**src/rtl/arb_pkg.sv**
```systemverilog
package arb_pkg;
   typedef enum logic {
      AG_IDLE = 1'b0,
      AG_OWN  = 1'b1
   } agent_state_e;
endpackage

```
**src/rtl/arb_chain_agent.sv**
```systemverilog
module arb_chain_agent
   import arb_pkg::*;
(
   input  logic clk,
   input  logic rst,
   input  logic prio_in,
   input  logic req,
   input  logic done,
   input  logic bus_busy,
   output logic prio_out,
   output logic busy_drv,
   output logic owns
);
   agent_state_e state_q;

   // A requesting agent blocks every agent below it.
   assign prio_out = prio_in & ~req;

   always_ff @(posedge clk) begin
      if (rst) begin
         state_q <= AG_IDLE;
      end else begin
         case (state_q)
            AG_IDLE: if (prio_in && req && !bus_busy) state_q <= AG_OWN;
            AG_OWN:  if (done) state_q <= AG_IDLE;
            default: state_q <= AG_IDLE;
         endcase
      end
   end

   assign owns     = (state_q == AG_OWN);
   assign busy_drv = owns;


   keep_owner_chk: assert property (@(posedge clk) disable iff (rst)
      (owns && !done) |=> owns);


   release_chk: assert property (@(posedge clk) disable iff (rst)
      (owns && done) |=> !owns);


   seize_idle_chk: assert property (@(posedge clk) disable iff (rst)
      $rose(owns) |-> $past(!bus_busy && prio_in && req));


   chain_pass_chk: assert property (@(posedge clk) disable iff (rst)
      prio_out == (prio_in && !req));
endmodule

```
**src/rtl/arb_busy_or.sv**
```systemverilog
module arb_busy_or #(
   parameter int N_AGENTS = 4
) (
   input  logic [N_AGENTS-1:0] drv,
   output logic                busy
);
   generate
      if (N_AGENTS == 1) begin : g_single
         assign busy = drv[0];
      end else begin : g_multi
         assign busy = |drv;
      end
   endgenerate
endmodule

```
**src/rtl/daisy_bus_arbiter.sv**
```systemverilog
module daisy_bus_arbiter #(
   parameter int N_AGENTS = 4
) (
   input  logic                clk,
   input  logic                rst,
   input  logic [N_AGENTS-1:0] req_i,
   input  logic [N_AGENTS-1:0] done_i,
   output logic [N_AGENTS-1:0] grant_o,
   output logic                bus_busy_o,
   output logic [N_AGENTS-1:0] prio_out_o
);
   localparam int CHAIN_W = N_AGENTS + 1;

   generate
      if (N_AGENTS < 1 || N_AGENTS > 64) begin : g_bad_cfg
         $error("daisy_bus_arbiter: N_AGENTS must be 1..64");
      end
   endgenerate

   logic [CHAIN_W-1:0]  chain;
   logic [N_AGENTS-1:0] drv;
   logic                busy_line;

   // The head of the chain always sees the enable open.
   assign chain[0] = 1'b1;

   generate
      for (genvar i = 0; i < N_AGENTS; i++) begin : g_agent
         arb_chain_agent u_ag (
            .clk      (clk),
            .rst      (rst),
            .prio_in  (chain[i]),
            .req      (req_i[i]),
            .done     (done_i[i]),
            .bus_busy (busy_line),
            .prio_out (chain[i+1]),
            .busy_drv (drv[i]),
            .owns     (grant_o[i])
         );
      end
   endgenerate

   arb_busy_or #(.N_AGENTS(N_AGENTS)) u_or (
      .drv  (drv),
      .busy (busy_line)
   );

   assign bus_busy_o = busy_line;
   assign prio_out_o = chain[CHAIN_W-1:1];


   single_owner_chk: assert property (@(posedge clk) disable iff (rst)
      $onehot0(grant_o));


   busy_match_chk: assert property (@(posedge clk) disable iff (rst)
      bus_busy_o == (grant_o != '0));


   reset_idle_chk: assert property (@(posedge clk)
      $past(rst) |-> (grant_o == '0 && !bus_busy_o));
endmodule

```
**config.mk**
```make
export PLATFORM = sky130hd
export DESIGN_NAME = daisy_bus_arbiter
export DESIGN_NICKNAME = d
export VERILOG_FILES = /design/src/rtl/arb_pkg.sv /design/src/rtl/arb_chain_agent.sv /design/src/rtl/arb_busy_or.sv /design/src/rtl/daisy_bus_arbiter.sv
export SDC_FILE = /design/constraint.sdc
export NUM_CORES = 1
export LEC_CHECK = 0
export BUFFER_PORTS_ARGS = -buffer_cell sky130_fd_sc_hd__buf_4
export CAP_MARGIN = 20
export CORE_AREA = 3 3 40 42
export CTS_CLUSTER_DIAMETER = 120
export DETAILED_ROUTE_END_ITERATION = 6
export DIE_AREA = 0 0 43 45
export PLACE_DENSITY_LB_ADDON = 0.2
export SLEW_MARGIN = 5
export SYNTH_ARGS = -nofsm -noshare
export SYNTH_HDL_FRONTEND = slang
export SYNTH_HIERARCHICAL = 1
export SYNTH_SLANG_ARGS = --single-unit
```
**constraint.sdc**
```tcl
create_clock -name clk -period 1.3 [get_ports clk]
set_input_delay 0.195 -clock clk [delete_from_list [all_inputs] [get_ports clk]]
set_output_delay 0.195 -clock clk [all_outputs]
set_load 0.01 [all_outputs]
```
==> results.cfg <==
[setup_path]
cp_slowest_cell = or4_4
cp_slowest_stage_delay_ns = 0.54
rrSetupSlack_ns = -0.11
crit_path_end_kind = output port
arrival_ns = 1.23
path_max_fanout = 2
required_ns = 1.11
worstSetupPathType = reg2out
reg2reg_to = g_agent[0].u_ag/busy_drv$_SDFF_PP0_
r2r_cells = 4
crit_buf_inv = 1
crit_path_start_kind = flop
path_cells = or4_4, buf_6
r2r_start = g_agent[0].u_ag/busy_drv$_SDFF_PP0_
crit_family = simple AND/OR/NAND/NOR gates

[hold_path]
min_from = rst
hold_path_end = g_agent[0].u_ag/busy_drv$_SDFF_PP0_
hold_class = in2reg
whs_path_depth = 2

[synthesis]
async_flop_share_pct = 0
synth_ff_type = dfxtp_1
synth-edff-count = 0
ys_types = 8
synth_area_leader_cell = dfxtp_1
syn_avg_cell_area_um2 = 9.095
synth.area.top_cells = dfxtp_1 (34%), nand4bb_1 (19%), buf_4 (13%)
synth_top_area_share_pct = 33.86
synth_cells = 26
ys_seq_elements = 4
syn_area_um2 = 236.5
synth_warnings = 6
yosysSeqAreaShare_pct = 33.86

[placement]
globalplace.congestion = 0.6772
placed_area_um2 = 395.4
place.port_buffers = 18
dp_cells = 58

[clock_network]
cts_buffer_depth = 2
cts.reportedPaths.clkPinSlew_ns = 0.04
ctsHoldBuffers = 0
cts-root-buf = clkbuf_4
cts_inserted_buffers = 3
htreeDepth = 1
clock-sinks = 4
cts_tree = yes
clk_latency_ns = 0.23

[global_route]
gr-total-overflow = 0
grt_start_max_net_pins = 5
antenna_found_initial = 0
grt_pass1_wl_um = 1145
grtUsageTotal_pct = 8.229
grt_pass1_vias = 279

[floorplan]
rows = 13
start_util_pct = 18.40
core_mm2 = 0.001285
dieHeight_um = 45
pin_count = 19
die-width_um = 43
dieArea_mm2 = 0.001935

[power]
p_per_area_mw_per_mm2 = 822.4
leakagePower_uw = 0.0002141
irDropWorstVdd_v = 0.0002682
total_power_uw = 396.2

[cells_and_area]
area_growth_pct = 103.7
drive_gt1_share_pct = 70.00
fin_cells = 65
stdcell_area_um2 = 481.7
largest_reg_flops = 4
nets = 62
antenna_cells = 0

[route]
wl_per_cell_um = 11.23
drcViolationCount = 0
wirelength_um = 730
dr.pass1.iters = 3
vias = 273
routed_via_density = 4.200
drt_iter0_drc = 2
antenna_left = 0

[timing]
final_hold_viol_count = 0
period_minus_slack_ns = 1.422
setup_viol_count_final = 5
finalClockSkew_ns = 0.001756
finalMaxSlewViolations = 0
worst_slack_ns = -0.1218
period_share_pct = 109.4
rsz0062_at_grt = yes
max_freq_ghz = 0.7033

[run_status]
status = finished, violations left
violations = negative setup slack

[job]
drv_cap = 0
[cells by family (layout without fill, tap and decap cells)]
group           Yosys count  in the layout  synth area share [%]
other cells               1              2                 1.586
simple gates             13             13                 43.38
compound gates            4              4                 8.466
buf+inv                   4             27                 12.70
flops                     4              4                 33.86
[layout make-up]
class | instances | area [µm²]
Sequential cell | 4 | 81.33
Fill cell | 136 | 803.3
Timing Repair Buffer | 24 | 183.9
Multi-Input combinational cell | 19 | 175.2
Tap cell | 15 | 18.77
Clock buffer | 3 | 22.52
[worst reg2reg max path: stages (launching register included)]
cell and delay, ns:
dfxtp_2 0.31, or4_4 0.55, buf_4 0.16, nand4bb_4 0.18, a21oi_2 0.14
[how the worst max path moves through the flow]
stage | startpoint | to | slack (ns) | depth (start not counted)
after floorplan | req_i[0] | prio_out_o[3] | 0.06 | 4
after global placement | g_agent[0].u_ag/busy_drv$_SDFF_PP0_ | g_agent[3].u_ag/busy_drv$_SDFF_PP0_ | 0.05 | 3
after detailed placement | g_agent[0].u_ag/busy_drv$_SDFF_PP0_ | g_agent[0].u_ag/busy_drv$_SDFF_PP0_ | 0.02 | 3
after CTS | g_agent[0].u_ag/busy_drv$_SDFF_PP0_ | bus_busy_o | -0.14 | 2
after global routing | g_agent[0].u_ag/busy_drv$_SDFF_PP0_ | g_agent[0].u_ag/busy_drv$_SDFF_PP0_ | -0.15 | 4
final | g_agent[0].u_ag/busy_drv$_SDFF_PP0_ | bus_busy_o | -0.12 | 2
[stage by stage]
stage                     TNS, ns  util (%)  setup slack (ns)  hold slack (ns)
final                     -0.4907     37.49           -0.1218           0.1486
after global routing      -0.6919     37.49           -0.1523           0.1492
after CTS                 -0.5043     34.08           -0.1355           0.1392
after detailed placement        0     30.77           0.01989           0.3924
after global placement          0     30.77           0.04509           0.3918
after floorplan                 0         -           0.05562           0.2641
[report_power, final]
| group | switching [µW] | leakage [µW] | internal [µW] |
|---|---|---|---|
| Combinational | 38.8 | 0.000167 | 74.0 |
| Sequential | 2.92 | 0.0000329 | 128 |
| Clock | 48.9 | 0.0000138 | 103 |
[routing by layer]
layer	part of all wire, %	wire (µm)	track usage [%]
met5	0	0	0
met4	0	0	5.422
met3	7.8	57	4.382
met2	54	396	14.07
met1	38	277	7.674
[what timing repair did]
item	CTS	global route
setup endpoints to repair	1	6
resized for setup	2	4
pin swaps	1	1
hold endpoints to repair	0	0
buffers inserted	2	2
[cells in the final DEF (no fill, tap or decap), drive strengths merged]
cell type	netlist	layout
dfxtp	4	4
nor2b	4	4
or4	1	1
buf	4	24
clkbuf	0	3
nand4bb	4	4
nand2b	4	4
conb	1	2
a21oi	4	4
Power figures use the tool's default switching activity.
